`src/rtl/csdec_pkg.sv`:
```
package csdec_pkg;

   // register index map of the write port
   typedef enum logic [1:0] {
      REG_ROM_TOP = 2'd0,
      REG_RAM_LO  = 2'd1,
      REG_RAM_HI  = 2'd2,
      REG_PIN_CFG = 2'd3
   } csdec_reg_e;

   // how the window module treats its upper bound
   typedef enum int {
      WIN_EXCL_WRAP = 0,   // lo <= page < hi, hi == 0 means to the top
      WIN_INCL      = 1    // lo <= page <= hi
   } win_kind_e;

endpackage

```
`src/rtl/csdec_regs.sv`:
```
module csdec_regs #(
   parameter int DATA_W      = 8,
   parameter int BOUND_W     = 8,
   parameter int PIN_SEL_BIT = 2
) (
   input  logic               clk,
   input  logic               rst_n,
   input  logic               we,
   input  logic [1:0]         idx,
   input  logic [DATA_W-1:0]  wdata,
   output logic [BOUND_W-1:0] rom_top,
   output logic [BOUND_W-1:0] ram_lo,
   output logic [BOUND_W-1:0] ram_hi,
   output logic               pin_sel
);
   import csdec_pkg::*;

   localparam logic [BOUND_W-1:0] ROM_RST   = '0;   // whole space
   localparam logic [BOUND_W-1:0] RAM_LO_RST = '1;  // lo > hi: empty
   localparam logic [BOUND_W-1:0] RAM_HI_RST = '0;

   logic hit_rom, hit_lo, hit_hi, hit_cfg;

   always_comb begin
      hit_rom = we && (idx == REG_ROM_TOP);
      hit_lo  = we && (idx == REG_RAM_LO);
      hit_hi  = we && (idx == REG_RAM_HI);
      hit_cfg = we && (idx == REG_PIN_CFG);
   end

   always_ff @(posedge clk or negedge rst_n) begin
      if (!rst_n) begin
         rom_top <= ROM_RST;
         ram_lo  <= RAM_LO_RST;
         ram_hi  <= RAM_HI_RST;
         pin_sel <= 1'b0;
      end else begin
         if (hit_rom) rom_top <= wdata[BOUND_W-1:0];
         if (hit_lo)  ram_lo  <= wdata[BOUND_W-1:0];
         if (hit_hi)  ram_hi  <= wdata[BOUND_W-1:0];
         if (hit_cfg) pin_sel <= wdata[PIN_SEL_BIT];
      end
   end

   generate
      if (BOUND_W < DATA_W) begin : g_spare
         logic unused_wdata_hi;
         assign unused_wdata_hi = ^wdata[DATA_W-1:BOUND_W];
      end
   endgenerate

   // a ROM top write lands on the next edge
   a_r9_rom_write: assert property (@(posedge clk) disable iff (!rst_n)
      (we && idx == REG_ROM_TOP) |=> rom_top == $past(wdata[BOUND_W-1:0]));

   // the pin function only changes through a config write
   a_r8_pin_sel_stable: assert property (@(posedge clk) disable iff (!rst_n)
      !(we && idx == REG_PIN_CFG) |=> $stable(pin_sel));

endmodule

```
`src/rtl/csdec_window.sv`:
```
module csdec_window #(
   parameter int                   BOUND_W = 8,
   parameter csdec_pkg::win_kind_e KIND    = csdec_pkg::WIN_INCL
) (
   input  logic [BOUND_W-1:0] page,
   input  logic [BOUND_W-1:0] lo,
   input  logic [BOUND_W-1:0] hi,
   output logic               hit
);
   import csdec_pkg::*;

   logic above_lo;
   assign above_lo = (page >= lo);

   generate
      if (KIND == WIN_EXCL_WRAP) begin : g_excl
         logic below_hi;
         assign below_hi = (hi == '0) || (page < hi);
         assign hit = above_lo && below_hi;
      end else begin : g_incl
         assign hit = above_lo && (page <= hi);
      end
   endgenerate

   // an inclusive window never hits when its bounds are reversed
   generate
      if (KIND == WIN_INCL) begin : g_chk
         always_comb begin
            a_r3_reversed_empty: assert (!(hit && (lo > hi)));
         end
      end
   endgenerate

endmodule

```
`src/rtl/csdec_io_decode.sv`:
```
module csdec_io_decode #(
   parameter int          FIELD_W  = 2,
   parameter logic [FIELD_W-1:0] MATCH = 2'b10,
   parameter bit          M1_BLOCK = 1'b1
) (
   input  logic               clk,
   input  logic               rst_n,
   input  logic [FIELD_W-1:0] field,
   input  logic               iorq_n,
   input  logic               m1_n,
   output logic               io_cs_n
);
   logic field_ok;
   assign field_ok = (field == MATCH);

   generate
      if (M1_BLOCK) begin : g_block_ack
         assign io_cs_n = !(field_ok && !iorq_n && m1_n);
      end else begin : g_pass_ack
         logic unused_m1;
         assign unused_m1 = m1_n;
         assign io_cs_n = !(field_ok && !iorq_n);
      end
   endgenerate

   // the select only goes low for an I/O request
   a_r6_needs_iorq: assert property (@(posedge clk) disable iff (!rst_n)
      !io_cs_n |-> !iorq_n);

   generate
      if (M1_BLOCK) begin : g_chk
         // no select during an acknowledge cycle
         a_r7_ack_quiet: assert property (@(posedge clk) disable iff (!rst_n)
            !m1_n |-> io_cs_n);
      end
   endgenerate

endmodule

```
`src/rtl/csdec_pin_mux.sv`:
```
module csdec_pin_mux (
   input  logic clk,
   input  logic rst_n,
   input  logic sel_ieo,
   input  logic io_cs_n,
   input  logic iei,
   input  logic irq_in_service,
   output logic pin
);
   logic ieo;
   assign ieo = iei && !irq_in_service;
   assign pin = sel_ieo ? ieo : io_cs_n;

   // chain output is blocked while an on-chip interrupt is serviced
   a_r8_ieo_blocked: assert property (@(posedge clk) disable iff (!rst_n)
      (sel_ieo && irq_in_service) |-> !pin);

endmodule

```
`src/rtl/csdec_top.sv`:
```
module csdec_top #(
   parameter int ADDR_W      = 20,
   parameter int DATA_W      = 8,
   parameter int BOUND_W     = 8,
   parameter int IO_HI       = 7,
   parameter int IO_LO       = 6,
   parameter int PIN_SEL_BIT = 2,
   parameter bit M1_BLOCK    = 1'b1
) (
   input  logic              clk,
   input  logic              rst_n,
   input  logic [ADDR_W-1:0] addr,
   input  logic              mreq_n,
   input  logic              iorq_n,
   input  logic              m1_n,
   input  logic              iei,
   input  logic              irq_in_service,
   input  logic              reg_we,
   input  logic [1:0]        reg_idx,
   input  logic [DATA_W-1:0] reg_wdata,
   output logic              rom_cs_n,
   output logic              ram_cs_n,
   output logic              aux_pin
);
   import csdec_pkg::*;

   localparam int IO_W     = IO_HI - IO_LO + 1;
   localparam int PAGE_LSB = ADDR_W - BOUND_W;
   localparam logic [IO_W-1:0] IO_MATCH = {1'b1, {(IO_W-1){1'b0}}};

   generate
      if (BOUND_W > ADDR_W || BOUND_W > DATA_W) begin : g_bad_bound
         $error("csdec_top: BOUND_W must fit both ADDR_W and DATA_W");
      end
      if (IO_HI < IO_LO || IO_HI >= ADDR_W) begin : g_bad_io
         $error("csdec_top: I/O match field out of range");
      end
      if (PIN_SEL_BIT >= DATA_W) begin : g_bad_sel
         $error("csdec_top: PIN_SEL_BIT outside the data word");
      end
   endgenerate

   logic [BOUND_W-1:0] rom_top, ram_lo, ram_hi, page;
   logic               pin_sel, rom_hit, ram_hit, io_cs_n, unused_addr;

   assign page        = addr[ADDR_W-1:PAGE_LSB];
   assign unused_addr = ^addr;

   csdec_regs #(
      .DATA_W(DATA_W), .BOUND_W(BOUND_W), .PIN_SEL_BIT(PIN_SEL_BIT)
   ) i_regs (
      .clk(clk), .rst_n(rst_n), .we(reg_we), .idx(reg_idx), .wdata(reg_wdata),
      .rom_top(rom_top), .ram_lo(ram_lo), .ram_hi(ram_hi), .pin_sel(pin_sel)
   );

   csdec_window #(.BOUND_W(BOUND_W), .KIND(WIN_EXCL_WRAP)) i_rom_win (
      .page(page), .lo('0), .hi(rom_top), .hit(rom_hit)
   );

   csdec_window #(.BOUND_W(BOUND_W), .KIND(WIN_INCL)) i_ram_win (
      .page(page), .lo(ram_lo), .hi(ram_hi), .hit(ram_hit)
   );

   csdec_io_decode #(
      .FIELD_W(IO_W), .MATCH(IO_MATCH), .M1_BLOCK(M1_BLOCK)
   ) i_io (
      .clk(clk), .rst_n(rst_n), .field(addr[IO_HI:IO_LO]),
      .iorq_n(iorq_n), .m1_n(m1_n), .io_cs_n(io_cs_n)
   );

   csdec_pin_mux i_pin (
      .clk(clk), .rst_n(rst_n), .sel_ieo(pin_sel), .io_cs_n(io_cs_n),
      .iei(iei), .irq_in_service(irq_in_service), .pin(aux_pin)
   );

   always_comb begin
      rom_cs_n = !(!mreq_n && rom_hit);
      ram_cs_n = !(!mreq_n && ram_hit && !rom_hit);
   end

   // no memory select without a memory request
   a_r5_idle_high: assert property (@(posedge clk) disable iff (!rst_n)
      mreq_n |-> (rom_cs_n && ram_cs_n));

   // the two memory selects are never low together
   a_r4_rom_wins: assert property (@(posedge clk) disable iff (!rst_n)
      !rom_cs_n |-> ram_cs_n);

   // page 0 is always ROM during a memory request
   a_r2_page0_rom: assert property (@(posedge clk) disable iff (!rst_n)
      (!mreq_n && page == '0) |-> !rom_cs_n);

endmodule

```
`config.mk`:
```
export PLATFORM = sky130hd
export DESIGN_NAME = csdec_top
export DESIGN_NICKNAME = d
export VERILOG_FILES = /design/src/rtl/csdec_pkg.sv /design/src/rtl/csdec_regs.sv /design/src/rtl/csdec_window.sv /design/src/rtl/csdec_io_decode.sv /design/src/rtl/csdec_pin_mux.sv /design/src/rtl/csdec_top.sv
export SDC_FILE = /design/constraint.sdc
export NUM_CORES = 1
export LEC_CHECK = 0
export ABC_AREA = 0
export BUFFER_PORTS_ARGS = -buffer_cell sky130_fd_sc_hd__buf_2
export CAP_MARGIN = 20
export CORE_ASPECT_RATIO = 1.5
export CORE_MARGIN = 5
export CORE_UTILIZATION = 30
export CTS_BUF_LIST = sky130_fd_sc_hd__clkbuf_4 sky130_fd_sc_hd__clkbuf_8 sky130_fd_sc_hd__clkbuf_16
export DETAILED_ROUTE_END_ITERATION = 10
export GPL_TIMING_DRIVEN = 0
export PLACE_DENSITY = 0.56
export SETUP_SLACK_MARGIN = 0.5
export SYNTH_ARGS = -nofsm -noshare
export SYNTH_HDL_FRONTEND = slang
export SYNTH_SLANG_ARGS = --single-unit
```
`constraint.sdc`:
```
create_clock -name clk -period 2.55 [get_ports clk]
set_input_delay 0.255 -clock clk [delete_from_list [all_inputs] [get_ports clk]]
set_output_delay 0.255 -clock clk [all_outputs]
set_load 0.01 [all_outputs]
```
=== Word level (Yosys, flattened, before mapping) ===
Cells that the tools add are included.

* Flip-flop bits (word level): 25
* Word-level logic and storage cells: 35
* Output and inout port bits: 3
* Bits of input ports: 38

* Muxes and demuxes: 1
* Eq/ne operators: 4
* Reductions and logical operators: 22
* Magnitude comparators: 4

{| class="wikitable"
|+ Operator list
! kind !! number
|-
| $logic_and A1 B1 Y1 || 12
|-
| $ge A8 B1 Y1 const B || 1
|-
| $ge A8 B8 Y1 || 1
|-
| $le A8 B8 Y1 || 1
|-
| $logic_not A8 Y1 || 1
|-
| $lt A8 B8 Y1 || 1
|-
| $logic_not A1 Y1 || 7
|-
| $eq A2 B2 Y1 const B || 3
|-
| $eq A2 B1 Y1 const B || 1
|-
| $logic_not A2 Y1 || 1
|-
| $logic_or A1 B1 Y1 || 1
|-
| $mux W1 || 1
|}

=== Longest topological paths before layout ===
* Depth in word-level cells: 6
* Mapped depth: 7
* Gate-level depth less buffers: 7

=== Modules after synthesis ===
From an unflattened synthesis, not the netlist that was laid out.

* Cell total of the unflattened synthesis: 169
* Area, all modules: 1800.5 um2

{| class="wikitable"
|+ By module, submodules not included
! module !! cells each !! sequential area each (um2) !! instances !! area each (um2)
|-
| csdec_regs || 54 || 635.6 || 1 || 963.4
|-
| csdec_window at i_ram_win || 57 || 0.0 || 1 || 401.6
|-
| csdec_window at i_rom_win || 51 || 0.0 || 1 || 389.1
|-
| csdec_top || 3 || 0.0 || 1 || 18.8
|-
| csdec_pin_mux || 3 || 0.0 || 1 || 16.3
|-
| csdec_io_decode || 1 || 0.0 || 1 || 11.3
|}

=== Least setup slack after synthesis ===
OpenSTA, ideal clock, no wires.

* Kind: reg-to-output
* Start: register i_regs.ram_lo[0]
* End: output ram_cs_n
* Path buffers: 0
* Data required time: 2.295 ns
* Slack: 0.524 ns
* Arrival: 1.771 ns
* Cell stages (with the launch flop): 7
* Cell sequence: dfstp_2 > ha_1 > nand2b_4 > a2111oi_4 > nor3b_1 > o2111a_1 > o311ai_2

* Word-level cells in the longest chain between the ends: 5

{| class="wikitable"
|+ Ends and longest elaborated chain
! item !! RTL line !! RTL
|-
| start, declared || csdec_regs.sv:12 || <nowiki>output logic [BOUND_W-1:0] ram_lo,</nowiki>
|-
| start signal, assigned || csdec_regs.sv:39 || <nowiki>if (hit_lo) ram_lo <= wdata[BOUND_W-1:0];</nowiki>
|-
| $ge A8 B8 Y1 || csdec_window.sv:13 || <nowiki>assign above_lo = (page >= lo);</nowiki>
|-
| $logic_and A1 B1 Y1 || csdec_window.sv:21 || <nowiki>assign hit = above_lo && (page <= hi);</nowiki>
|-
| $logic_and A1 B1 Y1 (2 in a row) || csdec_top.sv:78 || <nowiki>ram_cs_n = !(!mreq_n && ram_hit && !rom_hit);</nowiki>
|-
| $logic_not A1 Y1 || csdec_top.sv:78 ||
|-
| end, declared || csdec_top.sv:22 || <nowiki>output logic ram_cs_n,</nowiki>
|}

No other way between the ends.

=== Worst setup path in the final report ===
Same ends and word-level chain as after synthesis.

==> metrics.md <==
| Metric | Value |
|---|---|
| Post-synth EDFFs | `0` |
| Initial antenna violation count | `0` |
| Mapped Area | `1600 µm²` |
| Hold Path Class | `primary input to flop` |
| YS warnings | `0` |
| Simple-gate portion of the synthesized area | `0.126` |
| Fin crit period | `2430 ps` |
| Hold path depth | `3` |
| Async S/R FF share, synth | `1.00` |
| Overall Global Routing Usage | `0.109` |
| Worst setup SP type | `flop` |
| Post-Route WL | `3420 µm` |
| Largest family of logic cells by synthesized area | `adder cells` |
| FILL cells | `517` |
| Met3 Usage GRT | `0.00809` |
| Fin. Hold Viols | `0` |
| WP data arrival | `2170 ps` |
| Critical path fanouts, max | `2` |
| Cell area power density | `594 nW/µm²` |
| Initial DRT Pass Iterations | `4` |
| Max_slew headroom | `0.636` |
| Vias/cell | `4.61` |
| # DRC | `0` |
| Peak supply drop | `0.241 mV` |
| Clock Pin Slew Worst Setup and Hold Paths | `80 ps` |
| DIE AREA | `6920 µm²` |
| Mapped Avg Cell Area | `10.8 µm²` |
| Synth top area share | `0.266` |
| H-tree depth | `1` |
| Final core occ | `0.395` |
| Fraction of layout cells with a size suffix above 1 | `0.439` |
| GR Util met2 | `0.207` |
| Worst r2r path cells | `4` |
| CTS Buffer Depth | `2` |
| Worst hold endpoint | `i_regs.rom_top[1]$_DFFE_PN0P_` |
| Multi-input gate area | `980 µm²` |
| Actual slew at the worst max-slew pin | `546 ps` |
| Post-Synthesis Cells | `148` |
| Final instance area | `2040 µm²` |
| Synth top cells by count | `ha_1, inv_1, mux2_2, dfrtp_1, nand2_1` |
| # Max-Cap Violations | `0` |
| Hpwl dp | `2800 µm` |
| Num rows | `32` |
| TritonCTS clock tree | `done` |
| Pin count of the biggest net entering global routing | `26` |
| Synth top area cells | `dfrtp_1, ha_1, dfstp_2` |
| Core footprint | `5160 µm²` |
| Vias | `1186` |
| Post-Synth XOR/XNOR Area | `0` |
| Clock Latency Late Sink | `260 ps` |
| Total grt overflow | `0` |
| Final std cells w/o fill | `257` |
| Final #Nets | `251` |
| Layout area overhead | `27.7%` |
| Cell type with the largest total area after synthesis | `dfrtp_1` |
| Post-placement cell area | `1830 µm²` |
| Distinct cells, synth | `31` |
| Port bufs | `30` |
| Avg WL per Cell | `13.3 µm` |
| Status | `finished, final reports clean` |
| # diodes | `0` |
| Worst reg2reg path endpoint | `i_regs.rom_top[6]$_DFFE_PN0P_` |
| Clock tree sinks | `25` |
| Worst path required time | `2300 ps` |
| Crit. End Element | `output pin` |
| Initial DRC count | `17` |
| Proportion of synthesized area in mux cells | `0.127` |
| CTS Root Cell | `clkbuf_8` |
| # setup viols final | `0` |
| Syn Nets | `209` |
| Seq. cell area | `636 µm²` |
| Inserted Clock Buffers | `3` |
| Ys flop type | `dfrtp_1` |
| Detail Route Antenna Nets | `0` |
| Dpl cells | `246` |
| GPL Wtd Cong | `0.705` |
| Vias in the first global route | `1314` |
| Min-delay src | `reg_wdata[1]` |
| First-pass GRT wire length | `6000 µm` |
| Global routing usage on met1 | `0.118` |
| Synth Area in Adders | `0.180` |
| Io pins | `41` |
| Die Ht | `99.4 µm` |
| Most common cell in the netlist | `ha_1` |
| Flops & latches, synth | `25` |
| Leak pwr | `0.941 nW` |
| Top Usage Layer GRT | `met2` |
| Clock Skews | `0 ps` |
| Synth Area in Compound Gates | `0.115` |
| Sequential area share after synthesis | `0.398` |
| Initial Util | `0.309` |
| F_max | `412 MHz` |
| Setup_tns | `0 ps` |
| Worst setup path category | `flop to output pin` |
| Die Span X | `69.6 µm` |
| Period utilisation layout | `0.951` |
| Max-slew violations | `0` |
| RSZ-0062 raised after global routing | `true` |
| Reg-to-Reg Start | `i_regs.rom_top[6]$_DFFE_PN0P_` |
| Worst R2R Setup Slack | `1700 ps` |
==> what timing repair did <==
action / CTS / global route
endpoints found under the setup margin: 2 / 2
endpoints found under the hold margin: 17 / 0
hold buffers: 1 / 0
resized for setup: 12 / 6
pin swaps: 4 / 4
buffers inserted: 2 / 4
==> routing by layer <==
metal / wire length (µm) / part of all wire / up-vias
met5: 0 / 0 / -
met4: 85 / 0.025 / 0
met3: 51 / 0.015 / 5
met2: 1850 / 0.54 / 13
met1: 1430 / 0.42 / 563
li1: - / - / 605
==> cell type report <==
type                    instances  share of cell area
well taps                      68              0.0417
clock buffers                   4              0.0239
flip-flops and latches         25               0.311
plain buffers                   1             0.00184
inverters                      22              0.0405
multi-input cells             100               0.480
repair buffers                 37               0.101
==> kinds of logic after synthesis <==
logic type / count (synthesis)
simple gates: 34
compound gates: 25
flops: 25
buf+inv: 23
fa+ha+maj: 23
mux: 18
==> worst max-delay path by stage <==
stage / startpoint / to / slack, ps / cells past startpoint
after floorplan: i_regs.ram_lo[0]$_DFFE_PN1P_ / ram_cs_n / 520 / 6
after global placement: i_regs.ram_lo[0]$_DFFE_PN1P_ / ram_cs_n / 350 / 7
after detailed placement: i_regs.ram_lo[0]$_DFFE_PN1P_ / ram_cs_n / 350 / 7
after CTS: i_regs.ram_lo[0]$_DFFE_PN1P_ / ram_cs_n / 90 / 7
after global routing: i_regs.ram_lo[0]$_DFFE_PN1P_ / ram_cs_n / 20 / 7
final: i_regs.ram_lo[0]$_DFFE_PN1P_ / ram_cs_n / 120 / 7
==> placed cells by master (no fill, tap or decap), types with 2 or more instances in the layout <==
cell      Yosys  final
nor4_4        0      3
nand4_1       2      2
nand3b_1      3      3
buf_2         0     30
dfrtp_1      17     17
buf_4         0      6
ha_1         23     19
ha_4          0      2
nand3_1       2      2
nand2b_1      2      2
nand2_1      10     10
nor3b_2       1      2
o21ai_1       7      7
ha_2          0      2
mux2_2       18     18
nor2_1        2      2
a21oi_1       7      6
inv_1        22     20
clkbuf_8      0      3
nor2b_1       3      2
dfstp_2       8      8
inv_2         0      2
o211ai_1      3      3
==> registers in the layout, summed over array words and instances, names as in the netlist <==
| register | cells |
|---|---|
| i_regs.rom_top | 8 |
| i_regs.pin_sel | 1 |
| i_regs.ram_lo | 8 |
| i_regs.ram_hi | 8 |
==> where the power goes <==
part | internal (mW) | switching [mW] | total [mW]
logic | 0.236 | 0.212 | 0.448
registers | 0.486 | 0.0412 | 0.527
clock network | 0.122 | 0.115 | 0.237
total | 0.844 | 0.368 | 1.21
==> metrics by stage <==
stage	total power, mW	hold slack, ps	worst slack (ps)
after floorplan	0.781	-40.6	524
after global placement	0.891	275	350
after detailed placement	0.899	274	348
after CTS	1.19	227	88.1
after global routing	1.31	240	24.6
final	1.21	235	125
==> worst max-delay path, cell delays in order, from the launching register on <==
cell,delay [ps]
dfstp_2,530
ha_1,220
nand2b_4,150
a2111oi_4,320
nor3b_2,80
o2111a_1,250
o311ai_2,190
buf_2,170
Power figures use the tool's default switching activity.
